`src/rtl/uart_xcvr_pkg.sv`:
```
package uart_xcvr_pkg;

  localparam int DATA_W    = 8;
  localparam int FRAME_MAX = 12;

  typedef struct packed {
    logic len7;
    logic par_en;
    logic par_odd;
    logic stop2;
  } frame_cfg_t;

  typedef enum logic [2:0] {
    RX_IDLE,
    RX_START,
    RX_DATA,
    RX_PAR,
    RX_STOP
  } rx_state_t;

  // total line bits of one frame, start bit included
  function automatic logic [3:0] frame_bits(frame_cfg_t c);
    logic [3:0] n;
    n = 4'd1 + (c.len7 ? 4'd7 : 4'd8) + {3'b000, c.par_en} + (c.stop2 ? 4'd2 : 4'd1);
    return n;
  endfunction

  // parity bit for the configured data length and sense
  function automatic logic par_bit(logic [DATA_W-1:0] d, frame_cfg_t c);
    logic [DATA_W-1:0] m;
    m = d;
    if (c.len7) m[DATA_W-1] = 1'b0;
    return (^m) ^ c.par_odd;
  endfunction

  // line image, LSB goes out first, unused tail bits are idle/stop level
  function automatic logic [FRAME_MAX-1:0] build_frame(logic [DATA_W-1:0] d, frame_cfg_t c);
    logic [FRAME_MAX-1:0] f;
    f    = '1;
    f[0] = 1'b0;
    for (int i = 0; i < DATA_W; i++) begin
      if (!(c.len7 && i == DATA_W - 1)) f[i+1] = d[i];
    end
    if (c.par_en) begin
      if (c.len7) f[DATA_W]   = par_bit(d, c);
      else        f[DATA_W+1] = par_bit(d, c);
    end
    return f;
  endfunction

endpackage

```
`src/rtl/uart_baud_tick.sv`:
```
module uart_baud_tick #(
  parameter int DIV_W = 16
) (
  input  logic             clk,
  input  logic             rst_n,
  input  logic [DIV_W-1:0] div,
  output logic             tick
);
  logic [DIV_W-1:0] cnt_q;

  assign tick = (cnt_q >= div);

  always_ff @(posedge clk or negedge rst_n) begin
    if (!rst_n)    cnt_q <= '0;
    else if (tick) cnt_q <= '0;
    else           cnt_q <= cnt_q + 1'b1;
  end
endmodule

```
`src/rtl/uart_tx_engine.sv`:
```
module uart_tx_engine
  import uart_xcvr_pkg::*;
#(
  parameter int OVS = 16
) (
  input  logic              clk,
  input  logic              rst_n,
  input  logic              tick,
  input  frame_cfg_t        cfg,
  input  logic              wr,
  input  logic [DATA_W-1:0] wdata,
  output logic              txd,
  output logic              hold_empty,
  output logic              done,
  output logic              busy,
  output logic              load,
  output logic              frame_end
);
  localparam int PW = $clog2(OVS);
  localparam logic [PW-1:0] PH_LAST = PW'(OVS - 1);

  logic [DATA_W-1:0]    hold_q;
  logic                 hold_v_q;
  logic [FRAME_MAX-1:0] sh_q;
  logic [3:0]           left_q;
  logic [PW-1:0]        ph_q;
  logic                 busy_q;
  logic                 done_q;
  logic                 last_bit;

  assign last_bit   = busy_q && tick && (ph_q == PH_LAST) && (left_q == 4'd1);
  assign load       = tick && hold_v_q && (!busy_q || last_bit);
  assign frame_end  = last_bit && !load;
  assign txd        = busy_q ? sh_q[0] : 1'b1;
  assign hold_empty = !hold_v_q;
  assign busy       = busy_q;
  assign done       = done_q;

  always_ff @(posedge clk or negedge rst_n) begin
    if (!rst_n) begin
      hold_q   <= '0;
      hold_v_q <= 1'b0;
    end else begin
      if (load) hold_v_q <= 1'b0;
      if (wr) begin
        hold_q   <= wdata;
        hold_v_q <= 1'b1;
      end
    end
  end

  always_ff @(posedge clk or negedge rst_n) begin
    if (!rst_n) begin
      sh_q   <= '1;
      left_q <= '0;
      ph_q   <= '0;
      busy_q <= 1'b0;
    end else if (load) begin
      sh_q   <= build_frame(hold_q, cfg);
      left_q <= frame_bits(cfg);
      ph_q   <= '0;
      busy_q <= 1'b1;
    end else if (busy_q && tick) begin
      if (ph_q == PH_LAST) begin
        ph_q   <= '0;
        sh_q   <= {1'b1, sh_q[FRAME_MAX-1:1]};
        left_q <= left_q - 1'b1;
        if (left_q == 4'd1) busy_q <= 1'b0;
      end else begin
        ph_q <= ph_q + 1'b1;
      end
    end
  end

  always_ff @(posedge clk or negedge rst_n) begin
    if (!rst_n)         done_q <= 1'b1;
    else if (wr)        done_q <= 1'b0;
    else if (frame_end) done_q <= 1'b1;
  end
endmodule

```
`src/rtl/uart_rx_engine.sv`:
```
module uart_rx_engine
  import uart_xcvr_pkg::*;
#(
  parameter int OVS = 16
) (
  input  logic              clk,
  input  logic              rst_n,
  input  logic              tick,
  input  frame_cfg_t        cfg,
  input  logic              rxd,
  input  logic              rd,
  output logic [DATA_W-1:0] rdata,
  output logic              full,
  output logic              perr,
  output logic              ferr,
  output logic              ovr,
  output logic              frame_done,
  output logic              start_reject
);
  localparam int PW = $clog2(OVS);
  localparam logic [PW-1:0] PH_LAST = PW'(OVS - 1);
  localparam logic [PW-1:0] PH_MID  = PW'(OVS / 2 - 1);

  rx_state_t         st_q;
  logic [PW-1:0]     ph_q;
  logic [2:0]        idx_q;
  logic [DATA_W-1:0] shd_q;
  logic              pgot_q;
  logic              armed_q;
  logic              samp;
  logic [2:0]        last_idx;

  logic [DATA_W-1:0] rbr_q;
  logic              full_q, perr_q, ferr_q, ovr_q;

  assign samp         = tick && (ph_q == PH_MID) && (st_q != RX_IDLE);
  assign last_idx     = cfg.len7 ? 3'd6 : 3'd7;
  assign frame_done   = samp && (st_q == RX_STOP);
  assign start_reject = samp && (st_q == RX_START) && rxd;

  always_ff @(posedge clk or negedge rst_n) begin
    if (!rst_n) begin
      st_q    <= RX_IDLE;
      ph_q    <= '0;
      idx_q   <= '0;
      shd_q   <= '0;
      pgot_q  <= 1'b0;
      armed_q <= 1'b0;
    end else begin
      if (tick && st_q != RX_IDLE) ph_q <= (ph_q == PH_LAST) ? '0 : ph_q + 1'b1;
      case (st_q)
        RX_IDLE: begin
          if (rxd) armed_q <= 1'b1;
          if (tick && !rxd && armed_q) begin
            st_q  <= RX_START;
            ph_q  <= '0;
            idx_q <= '0;
            shd_q <= '0;
          end
        end
        RX_START: if (samp) st_q <= rxd ? RX_IDLE : RX_DATA;
        RX_DATA: if (samp) begin
          shd_q[idx_q] <= rxd;
          idx_q        <= idx_q + 1'b1;
          if (idx_q == last_idx) st_q <= cfg.par_en ? RX_PAR : RX_STOP;
        end
        RX_PAR: if (samp) begin
          pgot_q <= rxd;
          st_q   <= RX_STOP;
        end
        RX_STOP: if (samp) begin
          st_q    <= RX_IDLE;
          armed_q <= 1'b0;
        end
        default: st_q <= RX_IDLE;
      endcase
    end
  end

  always_ff @(posedge clk or negedge rst_n) begin
    if (!rst_n) begin
      rbr_q  <= '0;
      full_q <= 1'b0;
      perr_q <= 1'b0;
      ferr_q <= 1'b0;
      ovr_q  <= 1'b0;
    end else begin
      if (rd) begin
        full_q <= 1'b0;
        ovr_q  <= 1'b0;
      end
      if (frame_done) begin
        if (full_q && !rd) begin
          ovr_q <= 1'b1;
        end else begin
          rbr_q  <= shd_q;
          perr_q <= cfg.par_en && (par_bit(shd_q, cfg) != pgot_q);
          ferr_q <= !rxd;
          full_q <= 1'b1;
        end
      end
    end
  end

  assign rdata = rbr_q;
  assign full  = full_q;
  assign perr  = perr_q;
  assign ferr  = ferr_q;
  assign ovr   = ovr_q;
endmodule

```
`src/rtl/uart_xcvr.sv`:
```
module uart_xcvr
  import uart_xcvr_pkg::*;
#(
  parameter int DIV_W  = 16,
  parameter int OVS    = 16,   // power of two
  parameter int SYNC_N = 2
) (
  input  logic             clk,
  input  logic             rst_n,
  input  logic [DIV_W-1:0] baud_div,
  input  logic             len7,
  input  logic             par_en,
  input  logic             par_odd,
  input  logic             stop2,
  input  logic             pad_sel,
  input  logic             tx_wr,
  input  logic [7:0]       tx_wdata,
  input  logic             rx_rd,
  output logic [7:0]       rx_rdata,
  output logic             tx_empty,
  output logic             tx_done,
  output logic             rx_full,
  output logic             rx_perr,
  output logic             rx_ferr,
  output logic             rx_ovr,
  input  logic             pad0_rxd,
  input  logic             pad1_rxd,
  output logic             pad0_txd,
  output logic             pad1_txd
);
  frame_cfg_t cfg;
  logic tick_w;
  logic txd_w, tx_busy_w, tx_load_w, tx_end_w;
  logic rx_pin_w, rxd_s;
  logic rx_done_w, rx_reject_w;
  logic [SYNC_N-1:0] sync_q;

  assign cfg = '{len7: len7, par_en: par_en, par_odd: par_odd, stop2: stop2};

  uart_baud_tick #(.DIV_W(DIV_W)) u_tick (
    .clk(clk), .rst_n(rst_n), .div(baud_div), .tick(tick_w)
  );

  // pad routing: the unselected transmit pad idles at mark
  assign pad0_txd = pad_sel ? 1'b1  : txd_w;
  assign pad1_txd = pad_sel ? txd_w : 1'b1;
  assign rx_pin_w = pad_sel ? pad1_rxd : pad0_rxd;

  generate
    if (SYNC_N > 1) begin : g_sync
      always_ff @(posedge clk or negedge rst_n) begin
        if (!rst_n) sync_q <= '1;
        else        sync_q <= {sync_q[SYNC_N-2:0], rx_pin_w};
      end
    end else begin : g_sync1
      always_ff @(posedge clk or negedge rst_n) begin
        if (!rst_n) sync_q <= '1;
        else        sync_q <= rx_pin_w;
      end
    end
  endgenerate
  assign rxd_s = sync_q[SYNC_N-1];

  uart_tx_engine #(.OVS(OVS)) u_tx (
    .clk(clk), .rst_n(rst_n), .tick(tick_w), .cfg(cfg),
    .wr(tx_wr), .wdata(tx_wdata), .txd(txd_w),
    .hold_empty(tx_empty), .done(tx_done), .busy(tx_busy_w),
    .load(tx_load_w), .frame_end(tx_end_w)
  );

  uart_rx_engine #(.OVS(OVS)) u_rx (
    .clk(clk), .rst_n(rst_n), .tick(tick_w), .cfg(cfg),
    .rxd(rxd_s), .rd(rx_rd), .rdata(rx_rdata), .full(rx_full),
    .perr(rx_perr), .ferr(rx_ferr), .ovr(rx_ovr),
    .frame_done(rx_done_w), .start_reject(rx_reject_w)
  );
endmodule

```
`config.mk`:
```
export PLATFORM = sky130hd
export DESIGN_NAME = uart_xcvr
export DESIGN_NICKNAME = d
export VERILOG_FILES = /design/src/rtl/uart_xcvr_pkg.sv /design/src/rtl/uart_baud_tick.sv /design/src/rtl/uart_tx_engine.sv /design/src/rtl/uart_rx_engine.sv /design/src/rtl/uart_xcvr.sv
export SDC_FILE = /design/constraint.sdc
export NUM_CORES = 1
export LEC_CHECK = 0
export ABC_AREA = 1
export BUFFER_PORTS_ARGS = -buffer_cell sky130_fd_sc_hd__buf_2
export CORE_ASPECT_RATIO = 0.5
export CORE_MARGIN = 2
export CORE_UTILIZATION = 40
export CTS_BUF_LIST = sky130_fd_sc_hd__clkbuf_8
export DETAILED_ROUTE_END_ITERATION = 8
export HOLD_SLACK_MARGIN = 0.1
export PLACE_DENSITY = 0.71
export SKIP_LAST_GASP = 1
export SLEW_MARGIN = 40
export SYNTH_ARGS = -nofsm -noshare
export SYNTH_HDL_FRONTEND = slang
export SYNTH_HIERARCHICAL = 1
export SYNTH_SLANG_ARGS = --single-unit
```
`constraint.sdc`:
```
create_clock -name clk -period 2.25 [get_ports clk]
set_input_delay 0.1125 -clock clk [delete_from_list [all_inputs] [get_ports clk]]
set_output_delay 0.1125 -clock clk [all_outputs]
set_load 0.01 [all_outputs]
```
==> impl_metrics.py <==
metrics = {
    "timing": {
        "tightest_slew_ps": 524.2,
        "whs_ps": 145.5,
        "setup_viol": 17,
        "grt_setup_unrepaired": "true",
        "hold_viol": 0,
        "setup_ws_ps": -58.27,
        "slew_headroom_pct": 65.06,
        "skew_ps": 8.436,
        "fmax_ghz": 0.4332,
        "period_minus_slack_ps": 2308,
        "finalMaxSlewViolations": 0,
        "post-route-period-util_pct": 102.6,
    },
    "logic_synthesis": {
        "yosys_warnings": 6,
        "syn-num-nets": 671,
        "avgSynthCellArea_um2": 7.855,
        "netlist_instances": 608,
        "netlist_area_um2": 4776,
    },
    "cts": {
        "root_buffer": "clkbuf_8",
        "numClockSinks": 79,
        "cts_tree": "yes",
        "path_clk_slew_ps": 80,
        "insertion_delay_ps": 360,
        "numCtsBuffers": 9,
        "cts_htree_levels": 3,
        "clock_path_buffers": 2,
    },
    "drt": {
        "wl_per_cell_um": 12.28,
        "vias": 4197,
        "wirelength_um": 10980,
        "firstDrtPassIters": 5,
        "antenna_left": 0,
        "vias_per_cell": 4.695,
        "drt-initial-drc-count": 224,
        "drc": 0,
    },
    "finish": {
        "post-route-util_pct": 53.66,
        "diodes": 0,
        "drive_above_1_share_pct": 29.22,
        "area_delta_synth_final_pct": 31.86,
        "layout.nets": 787,
        "fill_cells": 1042,
    },
    "placement": {
        "gp_congestion": 0.8592,
        "port_buffers": 50,
        "dp_slack_ps": -212.0,
        "dp_hpwl_um": 7439,
    },
    "global_routing": {
        "grt_pass1_wl_um": 16990,
        "grt_max_degree": 42,
        "gr-total-overflow": 0,
        "grt_pass1_vias": 3905,
        "antenna_found_initial": 0,
        "grt_usage_pct": 16.83,
    },
    "worst_setup_path": {
        "end_kind": "flop",
        "rrSetupSlack_ps": -60,
        "crit_required_ps": 2540,
        "crit_fanout": 6,
        "start_kind": "flop",
        "critPathKind": "reg2reg",
        "arrival_ps": 2600,
    },
    "floorplan": {
        "initial_core_util_pct": 40.69,
        "rows": 28,
        "pin_count": 51,
        "die_area_um2": 12880,
        "core_area_um2": 11740,
        "fp.dieH_um": 81.27,
        "die_w_um": 158.5,
    },
    "outcome": {
        "status": "finished, violations left",
        "failed_checks": "setup timing",
    },
    "pwr": {
        "powerDensity_nw_per_um2": 609.9,
        "power.total_w": 0.003841,
        "ir_drop_mv": 0.3134,
        "power_leakage_nw": 3.199,
    },
    "job": {
        "drv_cap": 0,
    },
    "hold_path": {
        "hp-class": "in2reg",
    },
}
metal layers:
layer	vias to the layer above	routed length [um]	global-route usage [%]
met1	1955	5094	21.31
met4	0	172	5.405
met5	-	0	0
met2	61	5369	28.83
li1	2164	-	-
met3	17	340	3.949
final timing paths:
path | startpoint | endpoint | cells after the start
setup / recovery | u_tick/cnt_q[1] | u_tx/sh_q[1] | 18
hold reg to reg | sync_q[0] | sync_q[1] | 0
hold / removal | par_en | u_tx/sh_q[9] | 4
setup reg to reg | u_tick/cnt_q[1] | u_tx/sh_q[1] | 18
min in group asynchronous | rst_n | u_tx/hold_q[2] | 2
max in group asynchronous | rst_n | sync_q[0] | 3
timing repair:
item	in CTS	in global routing
endpoints found under the setup margin	32	48
resized for setup	17	83
hold buffers	15	0
hold endpoints to repair	51	0
pin swaps	7	24
setup buffers	2	9
cloned	1	2
cells in the final DEF (no fill, tap or decap), types with 6 or more instances in the layout:
master / n
nand4_1: 7
o21ai_1: 11
xor2_1: 13
ha_1: 22
nand3_2: 6
buf_2: 49
o21ai_0: 15
xnor2_1: 7
dfrtp_1: 66
nor2_1: 39
a21oi_1: 17
nand3_1: 29
nor2_4: 8
nor3_1: 13
dlygate4sd3_1: 15
nand2_2: 12
clkbuf_8: 11
nor2_2: 6
buf_4: 37
dfstp_2: 13
buf_6: 7
nand2_1: 154
o21ai_2: 14
inv_1: 92
nand2_4: 7
worst max-delay path, stage by stage, from the launching register on:
cell	delay [ps]
dfrtp_1	430
ha_4	290
nand2_1	50
nor2_1	80
nor2_1	40
nand2_1	80
nand2_1	60
nand2_2	70
nand2_2	70
nand2_4	90
buf_12	110
nand2_4	50
o21bai_4	200
nand2_4	110
nand2_8	110
clkinv_8	110
buf_6	100
nor2_2	30
a31oi_1	130
state kept, by name, indices dropped and copies added, names as in the netlist:
signal,flops
u_tx/sh_q,10
u_rx/rdata,8
u_rx/ferr,1
u_rx/armed_q,1
u_rx/full,1
u_tx/done,1
u_tx/busy,1
u_rx/shd_q,8
u_tx/hold_v_q,1
u_rx/ovr,1
u_tx/hold_q,8
u_rx/ph_q,4
sync_q,2
u_tx/ph_q,4
u_rx/pgot_q,1
u_tx/left_q,4
u_rx/st_q,3
u_rx/perr,1
u_rx/idx_q,3
u_tick/cnt_q,16
metrics by stage:
stage	std cells	setup TNS, ps	area [um^2]
2_1_floorplan	608	-377.0	4776
3_3_place_gp	849	-154.2	5440
3_5_place_dp	849	-2126	5440
4_1_cts	883	-1338	5886
5_1_grt	894	-5946	6297
6_report	894	-401.0	6297
cell type report:
cell class | instances | area [um^2] | share of cell area [%]
Tap cell | 165 | 206.4 | 3.278
Clock inverter | 5 | 72.57 | 1.152
Timing Repair Buffer | 111 | 812.0 | 12.89
Sequential cell | 79 | 1993 | 31.65
Inverter | 98 | 392.9 | 6.239
Multi-Input combinational cell | 422 | 2625 | 41.68
Timing Repair inverter | 3 | 43.79 | 0.6954
Clock buffer | 11 | 151.4 | 2.404
where the power goes:
part / internal [W] / leakage [nW] / switching, W
logic: 0.000426 / 2.12 / 0.000590
registers: 0.00153 / 0.954 / 0.000104
clock network: 0.000676 / 0.122 / 0.000518
(Power assumes the default switching activity.)
